## config.mk

```make
export PLATFORM = sky130hd
export DESIGN_NAME = pwr_gate_ctrl
export DESIGN_NICKNAME = d
export VERILOG_FILES = /design/src/rtl/pwr_gate_pkg.sv /design/src/rtl/pwr_pin_sync.sv /design/src/rtl/pwr_section_ctrl.sv /design/src/rtl/pwr_out_gate.sv /design/src/rtl/pwr_gate_ctrl.sv
export SDC_FILE = /design/constraint.sdc
export NUM_CORES = 1
export LEC_CHECK = 0
export BUFFER_PORTS_ARGS = -buffer_cell sky130_fd_sc_hd__buf_2
export CAP_MARGIN = 30
export CORE_MARGIN = 1.5
export CORE_UTILIZATION = 46
export CTS_CLUSTER_SIZE = 14
export DETAILED_ROUTE_END_ITERATION = 10
export PLACE_DENSITY_LB_ADDON = 0.15
export SYNTH_ARGS = -nofsm -noshare
export SYNTH_HDL_FRONTEND = slang
export SYNTH_SLANG_ARGS = --single-unit
```

## constraint.sdc

```tcl
create_clock -name clk -period 1.1 [get_ports clk]
set_input_delay 0.055 -clock clk [delete_from_list [all_inputs] [get_ports clk]]
set_output_delay 0.055 -clock clk [all_outputs]
set_load 0.1 [all_outputs]
```

## src/rtl/pwr_gate_pkg.sv

```systemverilog
package pwr_gate_pkg;

  // Synchronized view of the two global pins after pull-up resolution.
  typedef struct packed {
    logic pd_act;   // 1 = power-down requested
    logic oe_act;   // 1 = outputs enabled
  } glb_ctrl_t;

  // Pin index inside the synchronizer bank.
  localparam int unsigned PIN_PD   = 0;
  localparam int unsigned PIN_OE   = 1;
  localparam int unsigned NUM_PINS = 2;

  // Resolve a pad with an internal pull-up: undriven reads as high.
  function automatic logic pullup_resolve(input logic val, input logic drv);
    return drv ? val : 1'b1;
  endfunction

endpackage

```

## src/rtl/pwr_pin_sync.sv

```systemverilog
module pwr_pin_sync
  import pwr_gate_pkg::*;
#(
  parameter int unsigned NPINS = NUM_PINS,
  parameter int unsigned STAGES = 2,
  parameter logic [NPINS-1:0] RST_VAL = '0
) (
  input  logic             clk,
  input  logic             rst_n,
  input  logic [NPINS-1:0] pin_val,
  input  logic [NPINS-1:0] pin_drv,
  output logic [NPINS-1:0] pin_sync
);

  localparam int unsigned LAST = STAGES - 1;

  for (genvar p = 0; p < NPINS; p++) begin : g_pin
    logic              resolved;
    logic [STAGES-1:0] chain_q;
    logic [STAGES-1:0] chain_d;

    always_comb begin
      resolved = pullup_resolve(pin_val[p], pin_drv[p]);
      chain_d  = {chain_q[STAGES-2:0], resolved};
    end

    always_ff @(posedge clk or negedge rst_n) begin
      if (!rst_n) begin
        chain_q <= {STAGES{RST_VAL[p]}};
      end else begin
        chain_q <= chain_d;
      end
    end

    assign pin_sync[p] = chain_q[LAST];
  end

endmodule

```

## src/rtl/pwr_section_ctrl.sv

```systemverilog
module pwr_section_ctrl #(
  parameter int unsigned NUM_PLL = 3,
  parameter int unsigned NUM_DIV = 4
) (
  input  logic               clk,
  input  logic               rst_n,
  input  logic               run_mode,
  input  logic               pd_act,
  input  logic [NUM_PLL-1:0] pll_sel,
  input  logic [NUM_DIV-1:0] div_sel,
  output logic [NUM_PLL-1:0] pll_pwrdn,
  output logic [NUM_DIV-1:0] div_pwrdn,
  output logic               osc_pwrdn,
  output logic               osc_in_low,
  output logic               osc_out_high
);

  logic               gate_en;
  logic [NUM_PLL-1:0] pll_d, pll_q;
  logic [NUM_DIV-1:0] div_d, div_q;
  logic               osc_d, osc_q;
  logic               all_down;

  always_comb begin
    gate_en  = run_mode & pd_act;
    pll_d    = gate_en ? pll_sel : '0;
    div_d    = gate_en ? div_sel : '0;
    all_down = (&pll_d) & (&div_d);
    osc_d    = gate_en & all_down;
  end

  always_ff @(posedge clk or negedge rst_n) begin
    if (!rst_n) begin
      pll_q <= '0;
      div_q <= '0;
      osc_q <= 1'b0;
    end else begin
      pll_q <= pll_d;
      div_q <= div_d;
      osc_q <= osc_d;
    end
  end

  assign pll_pwrdn    = pll_q;
  assign div_pwrdn    = div_q;
  assign osc_pwrdn    = osc_q;
  assign osc_in_low   = osc_q;
  assign osc_out_high = osc_q;

  // oscillator down implies every section down in the same cycle
  assert_osc_all_down_R4: assert property (@(posedge clk) disable iff (!rst_n)
    osc_pwrdn |-> ((&pll_pwrdn) && (&div_pwrdn)));

  // every section down implies oscillator down
  assert_osc_follows_R4: assert property (@(posedge clk) disable iff (!rst_n)
    ((&pll_pwrdn) && (&div_pwrdn)) |-> osc_pwrdn);

  // a section only powers down if it was selected on the previous edge
  assert_pll_selected_R1: assert property (@(posedge clk) disable iff (!rst_n)
    $rose(rst_n) or ((pll_pwrdn & ~$past(pll_sel)) == '0));

endmodule

```

## src/rtl/pwr_out_gate.sv

```systemverilog
module pwr_out_gate #(
  parameter int unsigned NUM_OUT = 4
) (
  input  logic               clk,
  input  logic               rst_n,
  input  logic               run_mode,
  input  logic               pd_act,
  input  logic               oe_act,
  input  logic [NUM_OUT-1:0] div_sel,
  output logic [NUM_OUT-1:0] force_low,
  output logic [NUM_OUT-1:0] tristate
);

  logic run_pd;
  logic run_off;

  always_comb begin
    run_pd  = run_mode & pd_act;
    run_off = run_mode & ~oe_act;
  end

  for (genvar i = 0; i < NUM_OUT; i++) begin : g_out
    logic fl_d, fl_q;
    logic ts_d, ts_q;

    always_comb begin
      ts_d = run_off;
      fl_d = run_pd & div_sel[i] & ~ts_d;
    end

    always_ff @(posedge clk or negedge rst_n) begin
      if (!rst_n) begin
        fl_q <= 1'b0;
        ts_q <= 1'b0;
      end else begin
        fl_q <= fl_d;
        ts_q <= ts_d;
      end
    end

    assign force_low[i] = fl_q;
    assign tristate[i]  = ts_q;

    // high impedance and forced-low never together
    assert_tri_priority_R7: assert property (@(posedge clk) disable iff (!rst_n)
      !(tristate[i] && force_low[i]));
  end

  // outputs tristate together
  assert_tri_all_R5: assert property (@(posedge clk) disable iff (!rst_n)
    (tristate == '0) || (&tristate));

endmodule

```

## src/rtl/pwr_gate_ctrl.sv

```systemverilog
module pwr_gate_ctrl
  import pwr_gate_pkg::*;
#(
  parameter int unsigned NUM_PLL = 3,
  parameter int unsigned NUM_OUT = 4,
  parameter int unsigned SYNC_STAGES = 2
) (
  input  logic               clk,
  input  logic               rst_n,
  input  logic               run_mode,
  input  logic               pd_pin,
  input  logic               pd_pin_drv,
  input  logic               oe_pin,
  input  logic               oe_pin_drv,
  input  logic [NUM_PLL-1:0] pll_pd_sel,
  input  logic [NUM_OUT-1:0] div_pd_sel,
  output logic [NUM_PLL-1:0] pll_pwrdn,
  output logic [NUM_OUT-1:0] div_pwrdn,
  output logic               osc_pwrdn,
  output logic               osc_in_low,
  output logic               osc_out_high,
  output logic [NUM_OUT-1:0] clk_force_low,
  output logic [NUM_OUT-1:0] clk_tristate
);

  // Reset: asserted asynchronously, released on the clock.
  logic [1:0] rst_q;
  logic       rst_int_n;

  always_ff @(posedge clk or negedge rst_n) begin
    if (!rst_n) begin
      rst_q <= 2'b00;
    end else begin
      rst_q <= {rst_q[0], 1'b1};
    end
  end

  assign rst_int_n = rst_q[1];

  // Reset value of pins: inactive (no power-down, outputs enabled).
  localparam logic [NUM_PINS-1:0] PIN_RST = NUM_PINS'(1 << PIN_OE);

  logic [NUM_PINS-1:0] pin_val, pin_drv, pin_sync;
  glb_ctrl_t           glb;

  always_comb begin
    pin_val         = '0;
    pin_drv         = '0;
    pin_val[PIN_PD] = pd_pin;
    pin_drv[PIN_PD] = pd_pin_drv;
    pin_val[PIN_OE] = oe_pin;
    pin_drv[PIN_OE] = oe_pin_drv;
    glb.pd_act      = pin_sync[PIN_PD];
    glb.oe_act      = pin_sync[PIN_OE];
  end

  pwr_pin_sync #(
    .NPINS  (NUM_PINS),
    .STAGES (SYNC_STAGES),
    .RST_VAL(PIN_RST)
  ) u_pin_sync (
    .clk     (clk),
    .rst_n   (rst_int_n),
    .pin_val (pin_val),
    .pin_drv (pin_drv),
    .pin_sync(pin_sync)
  );

  pwr_section_ctrl #(
    .NUM_PLL(NUM_PLL),
    .NUM_DIV(NUM_OUT)
  ) u_section (
    .clk         (clk),
    .rst_n       (rst_int_n),
    .run_mode    (run_mode),
    .pd_act      (glb.pd_act),
    .pll_sel     (pll_pd_sel),
    .div_sel     (div_pd_sel),
    .pll_pwrdn   (pll_pwrdn),
    .div_pwrdn   (div_pwrdn),
    .osc_pwrdn   (osc_pwrdn),
    .osc_in_low  (osc_in_low),
    .osc_out_high(osc_out_high)
  );

  pwr_out_gate #(
    .NUM_OUT(NUM_OUT)
  ) u_out (
    .clk      (clk),
    .rst_n    (rst_int_n),
    .run_mode (run_mode),
    .pd_act   (glb.pd_act),
    .oe_act   (glb.oe_act),
    .div_sel  (div_pd_sel),
    .force_low(clk_force_low),
    .tristate (clk_tristate)
  );

  // a forced-low output belongs to a powered-down divider
  assert_force_needs_div_R3: assert property (@(posedge clk) disable iff (!rst_int_n)
    (clk_force_low & ~div_pwrdn) == '0);

  // a powered-down divider on an enabled output is forced low
  assert_div_forces_low_R3: assert property (@(posedge clk) disable iff (!rst_int_n)
    (div_pwrdn & ~clk_tristate & ~clk_force_low) == '0);

  // programming mode leaves every control inactive on the next edge
  assert_prog_idle_R8: assert property (@(posedge clk) disable iff (!rst_int_n)
    !$past(run_mode) |-> (pll_pwrdn == '0 && div_pwrdn == '0 && !osc_pwrdn &&
                          clk_force_low == '0 && clk_tristate == '0));

  // outputs idle during reset
  assert_reset_idle_R10: assert property (@(posedge clk)
    !rst_int_n |-> (pll_pwrdn == '0 && clk_tristate == '0 && !osc_pwrdn));

endmodule

```

==> run_results.csv, run 1 <==
group,metric,value,unit
status,run_status,"finished clean",
cts,tritoncts,"yes",
logic_synthesis,synthesis.area_per_instance,14.2,um^2
hold_path,holdPathStages,2,
cts,tritoncts.num_buffers,3,
drt,count_of_tritonroute_iterations_in_the_first_routing_pass,3,
worst_setup_path,setup.worst_path.start,"pd_pin_drv",
drt,finalWirelength,1050,um
floorplanning,die-area,1690,um^2
logic_synthesis,postSynthCellCount,47,
floorplanning,num_io_pins,32,
sta,final-setup-viol-count,0,
cts,worstSkewPairLatency,0.29,ns
place,post-place-cells,84,
worst_setup_path,timing.critical_path.to_type,"flip-flop",
drt,ant_nets,0,
cells_and_area,instances_no_fill,93,
pwr,vdd.ir_drop.worst,0.000964,V
worst_setup_path,timing.rr.start,"u_pin_sync.g_pin[0].chain_q[1]$_DFF_PN0_",
worst_setup_path,worst_path_max_delay_cell,"sky130_fd_sc_hd__dlygate4sd3_1",
run,drv.max_cap_violation_count,0,
cells_and_area,final_cell_mix,"sky130_fd_sc_hd__dfrtp_1, sky130_fd_sc_hd__buf_2, sky130_fd_sc_hd__and3_1, sky130_fd_sc_hd__buf_12, sky130_fd_sc_hd__buf_4",
global_routing,grt_first_pass_wirelength,1420,um
global_routing,grt_antenna_before_repair,0,
worst_setup_path,path_buf_inv,3,
sta,slew_viol_final,0,
cells_and_area,n_antenna_cell,0,
worst_setup_path,worst-endpoint-arrival,1.25,ns
floorplanning,initial_standard_cell_utilization_of_the_core,50.1,%
worst_setup_path,timing.rr.end,"u_out.g_out[3].fl_q$_DFF_PN0_",
worst_setup_path,ff2ff_setup_slack,0.17,ns
cells_and_area,final_nets,93,
worst_setup_path,critical_path.cell_chain,"dlygate4sd3_1 > buf_2 > nand2b_1 > dlygate4sd3_1",
cts,clk_root_buffer_cell,"sky130_fd_sc_hd__clkbuf_4",
logic_synthesis,synth-warning-count,0,
cts,cts-root-to-sink-buffers,2,
global_routing,grt_start_max_net_pins,12,
global_routing,grt.overflow.total,0,
cells_and_area,most_common_library_cell_in_the_layout_ignoring_fill_and_taps,"sky130_fd_sc_hd__dfrtp_1",
floorplanning,rows,13,
cells_and_area,syn2layout_area_growth,55.6,%
drt,route.detailed.vias_per_inst,4.66,
drt,drc,0,
logic_synthesis,ys_seq_area_share,71.5,%
logic_synthesis,synth-seq-cells,19,
cells_and_area,layout-drive-gt1-share,51.3,%
floorplanning,die_w,41.1,um
sta,setup-tns-final,0,ns
hold_path,min_path_type,"input port to flip-flop",
drt,initialDrtViolationCount,5,
logic_synthesis,synthDistinctLibCells,9,
logic_synthesis,synthesis.nets,61,
worst_setup_path,worst-r2r-cell-count,2,
drt,wl_per_cell,11.3,um
worst_setup_path,cp_slowest_stage_delay,0.54,ns
cts,cts.clk_slew.worst_paths,0.10,ns
sta,layout_worst_path_cycle_share,96.9,%
sta,hold_violations,0,
logic_synthesis,synthesis.area,668,um^2
sta,period_needed,1.07,ns
worst_setup_path,critical_path.max_fanout,1,
sta,fin_hold_ws,0.0246,ns
worst_setup_path,crit_type,"input port to flip-flop",
global_routing,global_route.usage.total,14.3,%
floorplanning,core-area,1330,um^2
sta,clock_skew,0.00169,ns
cts,cts.sinks,19,
sta,clock.fmax,0.938,GHz
worst_setup_path,worstPathRequired,1.28,ns
global_routing,vias_in_the_first_global_route,329,
pwr,p_leak,0.533,nW
place,place.port_buffers,31,
hold_path,hold-path-endpoint,"u_section.pll_pwrdn[0]$_DFF_PN0_",
worst_setup_path,critical_path.most_common_cell,"sky130_fd_sc_hd__dlygate4sd3_1",
place,gpl.final_weighted_congestion,0.798,
sta,grt_setup_unrepaired,"no",
floorplanning,die_y,41.1,um
drt,detailroute.via_count,433,
cts,cts_htree_levels,1,
hold_path,hold_path_startpoint,"pll_pd_sel[0]",
pwr,powerDensity,1380,nW/um^2
worst_setup_path,worst_path_dominant_cell_family,"buffers and inverters",
cells_and_area,filler_cell_count,75,
worst_setup_path,cp-start-kind,"input port",
worst reg2reg max path: stages, from the launching register on:
cell                      delay [ns]
sky130_fd_sc_hd__dfrtp_1        0.44
sky130_fd_sc_hd__and2_1         0.20
sky130_fd_sc_hd__and3_1         0.18
cells by family after synthesis:
| kind of cell | Yosys count | share of synthesized area, % |
|---|---|---|
| AND/OR/NAND/NOR | 17 | 16.7 |
| other | 1 | 0.561 |
| buffers and inverters | 10 | 11.2 |
| flip-flops | 19 | 71.5 |
area by class of cell:
cell class / instances / area [um^2] / area share (%)
multi-input cells: 18 / 115 / 11.1
well taps: 15 / 18.8 / 1.81
clock buffers: 3 / 22.5 / 2.17
flip-flops and latches: 19 / 483 / 46.4
repair buffers: 37 / 395 / 38.0
clock inverters: 1 / 5.00 / 0.481
routing by layer:
metal  GRT usage [%]  routed length [um]  vias up
met5               0                   0        -
met4            7.26                   0        0
met3            4.89                  86        0
met2            24.6                 582       24
met1            15.3                 381      203
li1                -                   -      206
registers in the layout, indices dropped and copies added (netlist names):
signal / cells
rst_q: 2
u_out.g_out.fl_q: 4
u_out.g_out.ts_q: 1
u_pin_sync.g_pin.chain_q: 4
u_section.div_pwrdn: 4
u_section.osc_in_low: 1
u_section.pll_pwrdn: 3
metrics by stage:
step / setup slack (ns) / cell area [um^2] / total power [W] / util (%)
final: 0.0340 / 1040 / 0.00144 / 78.0
after global routing: 0.00714 / 1040 / 0.00151 / 78.0
after CTS: 0.000267 / 1030 / 0.00145 / 77.6
after detailed placement: 0.186 / 943 / 0.00110 / 70.7
after global placement: 0.206 / 943 / 0.00110 / 70.7
after floorplan: 0.0970 / 672 / 0.00100 / -
worst max-delay path by stage:
stage | to | slack, ns | depth (start not counted)
global route | osc_out_high | 0.007 | 1
floorplan | osc_out_high | 0.1 | 1
global placement | u_section.osc_in_low$_DFF_PN0_ | 0.21 | 2
finish | u_pin_sync.g_pin[0].chain_q[0]$_DFF_PN0_ | 0.03 | 4
CTS | div_pwrdn[1] | 0.0003 | 1
detailed placement | u_out.g_out[3].fl_q$_DFF_PN0_ | 0.19 | 2
synthesized netlist by cell type, drive strengths merged:
cell,number,area share (%)
and2,1,0.94
nor2b,1,0.94
nand2b,2,1.9
dfrtp,17,64
and3,11,10
dfstp,2,7.9
and4,2,2.6
buf,10,11
conb,1,0.56
repair_timing:
action	CTS	global route
endpoints found under the setup margin	9	2
setup buffers	0	0
hold buffers	5	0
endpoints found under the hold margin	4	0
resized for setup	6	2
power breakdown:
group / internal [W] / switching [W] / total (W) / leakage [nW]
Combinational: 0.000111 / 0.000237 / 0.000348 / 0.281
Clock: 0.000135 / 0.000197 / 0.000332 / 0.0177
Sequential: 0.000734 / 0.0000253 / 0.000759 / 0.235
(Power assumes the default switching activity.)
==> run 2: changes to the inputs <==
Settings changed: CORE_UTILIZATION 46 to 43.
Clock period 1.1 ns to 1.05 ns, I/O delays scaled along.
==> run 2 against run 1 <==
Net effect:
- sequential power grew 5.8%
- flip-flop and latch count unchanged
- worst hold slack got worse by 0.0016 ns
- cell count rose by 1.1%
- first-iteration DRC count decreased by 60%
- critical endpoint is now osc_out_high
- critical path depth down 3
- clock skew rose by 0.0012 ns
- combinational power increased by 14%
- die area grew 6.5%
- setup slack worse by 0.033 ns
- via count is 1.6% higher
==> run_results.csv, run 2 (synthesized netlist as in run 1, its figures left out) <==
group,metric,value,unit
status,run_status,"finished clean",
place,place.port_buffers,31,
global_routing,grt.overflow.total,0,
cells_and_area,instances_no_fill,94,
hold_path,min_path_type,"input port to flip-flop",
worst_setup_path,crit_type,"flip-flop to output port",
floorplanning,core-area,1470,um^2
drt,finalWirelength,991,um
drt,initialDrtViolationCount,2,
pwr,powerDensity,1370,nW/um^2
sta,final-setup-viol-count,0,
floorplanning,num_io_pins,32,
cells_and_area,final_area,1130,um^2
floorplanning,die_w,42.4,um
cts,worstSkewPairLatency,0.28,ns
global_routing,vias_in_the_first_global_route,445,
cts,tritoncts.num_buffers,3,
cells_and_area,syn2layout_area_growth,68.9,%
cells_and_area,filler_cell_count,106,
worst_setup_path,critical_path.max_fanout,3,
floorplanning,rows,14,
worst_setup_path,worst_path_max_delay_cell,"sky130_fd_sc_hd__dfrtp_4",
place,placement.cell_area,1050,um^2
floorplanning,initial_standard_cell_utilization_of_the_core,45.4,%
floorplanning,die-area,1800,um^2
sta,grt_setup_unrepaired,"yes",
cts,cts-root-to-sink-buffers,2,
drt,ant_nets,0,
cts,cts.sinks,19,
drt,route.detailed.vias_per_inst,4.68,
sta,timing.final.ws_setup,0.000790,ns
sta,period_needed,1.05,ns
worst_setup_path,path_buf_inv,1,
worst_setup_path,cp_slowest_stage_delay,0.53,ns
place,gpl.final_weighted_congestion,0.786,
global_routing,grt_antenna_before_repair,0,
drt,detailroute.via_count,440,
cts,cts.clk_slew.worst_paths,0.10,ns
place,post-place-cells,85,
cells_and_area,n_antenna_cell,0,
cts,cts_htree_levels,1,
cells_and_area,post-route-util,76.7,%
place,place_worst_setup_slack,0.125,ns
drt,wl_per_cell,10.5,um
sta,slew_viol_final,0,
worst_setup_path,timing.critical_path.to_type,"output port",
worst_setup_path,worstPathRequired,1.00,ns
cells_and_area,final_nets,93,
place,dp_hpwl,800,um
cells_and_area,layout-drive-gt1-share,51.3,%
worst_setup_path,worst_path_dominant_cell_family,"flip-flops",
global_routing,grt_start_max_net_pins,12,
sta,hold_violations,0,
floorplanning,die_y,42.4,um
sta,layout_worst_path_cycle_share,99.9,%
sta,clock_skew,0.00285,ns
cts,tritoncts,"yes",
worst_setup_path,cp-start-kind,"flip-flop",
cts,post_cts_buffers,0,
pwr,vdd.ir_drop.worst,0.00122,V
cells_and_area,final_cell_mix,"sky130_fd_sc_hd__buf_12, sky130_fd_sc_hd__dfrtp_1, sky130_fd_sc_hd__buf_2, sky130_fd_sc_hd__and3_1, sky130_fd_sc_hd__dlygate4sd3_1",
global_routing,grt_first_pass_wirelength,1710,um
cells_and_area,most_common_library_cell_in_the_layout_ignoring_fill_and_taps,"sky130_fd_sc_hd__buf_12",
worst_setup_path,critical_path.cell_chain,"buf_12",
global_routing,global_route.usage.total,12.9,%
sta,clock.fmax,0.953,GHz
worst_setup_path,worst-endpoint-arrival,1.00,ns
pwr,p_leak,0.560,nW
drt,count_of_tritonroute_iterations_in_the_first_routing_pass,4,
drt,drc,0,
cts,clk_root_buffer_cell,"sky130_fd_sc_hd__clkbuf_4",
run,drv.max_cap_violation_count,0,
[run 2: final timing paths]
path / start / end / slack, ns / cells past startpoint
hold / removal: div_pd_sel[0] / u_out.g_out[0].fl_q$_DFF_PN0_ / 0.02 / 2
max in group asynchronous: rst_q[1]$_DFF_PN0_ / u_section.osc_in_low$_DFF_PN0_ / 0.50 / 1
min in group asynchronous: rst_n / rst_q[0]$_DFF_PN0_ / 0.06 / 2
setup / recovery: u_section.osc_in_low$_DFF_PN0_ / osc_out_high / 0.0008 / 1
setup reg to reg: u_pin_sync.g_pin[0].chain_q[1]$_DFF_PN0_ / u_out.g_out[3].fl_q$_DFF_PN0_ / 0.10 / 2
hold reg to reg: rst_q[1]$_DFF_PN0_ / u_section.div_pwrdn[0]$_DFF_PN0_ / 0.12 / 0
[run 2: area by class of cell]
type	count	area [um^2]	share of cell area, %
Tap cell	16	20.0	1.77
Timing Repair Buffer	37	483	42.8
Clock inverter	1	5.00	0.443
Sequential cell	19	483	42.8
Multi-Input combinational cell	18	115	10.2
Clock buffer	3	22.5	2.00
[run 2: timing repair]
action                                  CTS  global route
gates resized for setup                   1             0
hold buffers                              5             0
pin swaps                                 0             0
endpoints found under the setup margin    7             7
endpoints found under the hold margin     4             0
[run 2: through the flow]
stage	power, W	setup TNS [ns]	hold slack (ns)
floorplan	0.00105	0	-0.243
global placement	0.00120	0	-0.162
detailed placement	0.00120	0	-0.162
CTS	0.00156	-0.0412	0.0115
global route	0.00161	-0.198	0.0180
finish	0.00154	0	0.0230
[run 2: routing by layer]
layer / wire, um / up-vias / global-route usage, %
met5: 0 / - / 0
met4: 11 / 0 / 7.50
met3: 67 / 2 / 2.59
met2: 539 / 25 / 24.0
met1: 372 / 203 / 13.0
li1: - / 210 / -
[run 2: worst reg2reg max path: cells and delay by family (launching register included)]
kind          cells  cell delay (ns)
simple gates      2             0.40
flops             1             0.45
[run 2: where the power goes]
part	switching [W]	total [W]	internal, W
clock network	0.000201	0.000343	0.000141
logic	0.000247	0.000398	0.000151
registers	0.0000339	0.000803	0.000769
==> run 3: changes to the inputs <==
Settings changed: HOLD_SLACK_MARGIN set to 0.15.
==> run 3 against run 2 <==
Net effect:
- the flow now finishes with violations (negative setup slack)
- power is 1.9% higher
- critical path depth stayed put
- flip-flop and latch count stayed put
- design area is 8.9% higher
- first-iteration DRC count is 100% higher
- clock skew is 0.0030 ns higher
- sequential power hardly changed
- global-route usage is 1.0 points higher
- clock-buffer cell count stayed put
- clock power hardly changed
- non-clock buffer count is 10 higher
- combinational power is 8.0% higher
- largest cell class is now buffers
- largest power group unchanged
==> run_results.csv, run 3 (synthesized netlist as in run 1, its figures left out) <==
group,metric,value,unit
global_routing,grt_first_pass_wirelength,1860,um
worst_setup_path,cp-start-kind,"flip-flop",
cells_and_area,filler_cell_count,89,
place,dp_hpwl,800,um
drt,initialDrtViolationCount,4,
global_routing,grt.overflow.total,0,
cells_and_area,layout-drive-gt1-share,45.5,%
floorplanning,die_y,42.4,um
worst_setup_path,crit_type,"flip-flop to output port",
cells_and_area,multi_input_area,115,um^2
drt,ant_nets,0,
cts,cts-root-to-sink-buffers,2,
worst_setup_path,worst-r2r-cell-count,2,
global_routing,grt_start_max_net_pins,12,
status,failed_checks,"negative setup slack",
sta,setup-tns-final,-0.00964,ns
status,run_status,"complete, but fails checks",
floorplanning,core-area,1470,um^2
sta,slew_viol_final,0,
worst_setup_path,critical_path.cell_chain,"buf_12",
worst_setup_path,timing.critical_path.to_type,"output port",
global_routing,global_route.usage.total,13.9,%
drt,route.detailed.vias_per_inst,4.54,
cells_and_area,syn2layout_area_growth,83.9,%
worst_setup_path,setup.worst_path.start,"u_section.osc_in_low$_DFF_PN0_",
sta,clock_skew,0.00586,ns
place,gpl.final_weighted_congestion,0.786,
cts,cts.clk_slew.worst_paths,0.10,ns
place,place.port_buffers,31,
floorplanning,num_io_pins,32,
drt,wl_per_cell,10.2,um
cells_and_area,final_cell_mix,"sky130_fd_sc_hd__buf_12, sky130_fd_sc_hd__dlygate4sd3_1, sky130_fd_sc_hd__dfrtp_1, sky130_fd_sc_hd__buf_2, sky130_fd_sc_hd__and3_1",
sta,period_needed,1.05,ns
cells_and_area,final_nets,103,
global_routing,grt_antenna_before_repair,0,
worst_setup_path,timing.rr.start,"u_pin_sync.g_pin[0].chain_q[1]$_DFF_PN0_",
worst_setup_path,critical_path.max_fanout,3,
cts,cts_htree_levels,1,
worst_setup_path,path_buf_inv,1,
sta,clock.fmax,0.949,GHz
worst_setup_path,worst-endpoint-arrival,1.00,ns
cts,tritoncts,"yes",
pwr,vdd.ir_drop.worst,0.000997,V
drt,finalWirelength,1060,um
worst_setup_path,worst_path_max_delay_cell,"sky130_fd_sc_hd__dfrtp_4",
worst_setup_path,cp_slowest_stage_delay,0.53,ns
floorplanning,die_w,42.4,um
worst_setup_path,worst_path_dominant_cell_family,"flip-flops",
sta,final-setup-viol-count,3,
floorplanning,initial_standard_cell_utilization_of_the_core,45.4,%
cells_and_area,n_antenna_cell,0,
cells_and_area,regArea,483,um^2
drt,count_of_tritonroute_iterations_in_the_first_routing_pass,4,
hold_path,min_path_type,"flip-flop to asynchronous set/reset pin",
floorplanning,die-area,1800,um^2
drt,detailroute.via_count,472,
global_routing,vias_in_the_first_global_route,470,
cells_and_area,most_common_library_cell_in_the_layout_ignoring_fill_and_taps,"sky130_fd_sc_hd__buf_12",
cts,post_cts_buffers,0,
sta,grt_setup_unrepaired,"yes",
cts,cts.sinks,19,
pwr,powerDensity,1280,nW/um^2
drt,drc,0,
run,drv.max_cap_violation_count,0,
sta,layout_worst_path_cycle_share,100,%
sta,fin_hold_ws,0.240,ns
worst_setup_path,timing.rr.end,"u_section.osc_in_low$_DFF_PN0_",
sta,hold_violations,0,
cts,tritoncts.num_buffers,3,
cts,worstSkewPairLatency,0.29,ns
worst_setup_path,worstPathRequired,1.00,ns
pwr,p_leak,0.602,nW
cts,clk_root_buffer_cell,"sky130_fd_sc_hd__clkbuf_4",
sta,timing.final.ws_setup,-0.00340,ns
floorplanning,rows,14,
worst_setup_path,ff2ff_setup_slack,0.10,ns
==> run 3: worst max-delay path by stage <==
stage	slack, ns	end	cells past startpoint
after floorplan	0.05	osc_out_high	1
after global placement	0.16	u_section.osc_in_low$_DFF_PN0_	2
after detailed placement	0.13	u_section.osc_in_low$_DFF_PN0_	2
after CTS	-0.01	osc_out_high	1
after global routing	-0.03	osc_pwrdn	1
final	-0.003	osc_out_high	1
==> run 3: stage by stage <==
step / power, W / instances / cell area [um^2] / util, % / worst slack [ns]
finish: 0.00157 / 104 / 1230 / 83.5 / -0.00340
global route: 0.00165 / 104 / 1230 / 83.5 / -0.0343
CTS: 0.00159 / 104 / 1230 / 83.5 / -0.0139
detailed placement: 0.00120 / 85 / 1050 / 71.3 / 0.125
global placement: 0.00120 / 85 / 1050 / 71.3 / 0.157
floorplan: 0.00105 / 47 / 672 / - / 0.0495
==> run 3: cell type report <==
class	count	area share [%]
repair buffers	47	47.5
flip-flops and latches	19	39.3
multi-input cells	18	9.37
clock buffers	3	1.83
well taps	16	1.63
clock inverters	1	0.407
==> run 3: routing by layer <==
metal  up-vias  GRT usage, %  part of all wire (%)
li1        228             -                     -
met1       217          15.1                    38
met2        25          24.6                    54
met3         2          2.59                   7.0
met4         0          8.75                   1.0
met5         -             0                     0
==> run 3: timing repair <==
item	CTS	global route
hold endpoints to repair	22	0
resized for setup	1	0
setup endpoints to repair	7	7
hold buffers	15	0
==> run 3: power by group <==
part,leakage [nW],internal (W),total (W),switching (W)
Sequential,0.235,0.000769,0.000800,0.0000307
Combinational,0.350,0.000176,0.000430,0.000255
Clock,0.0177,0.000141,0.000343,0.000202
Total,0.602,0.00109,0.00157,0.000487
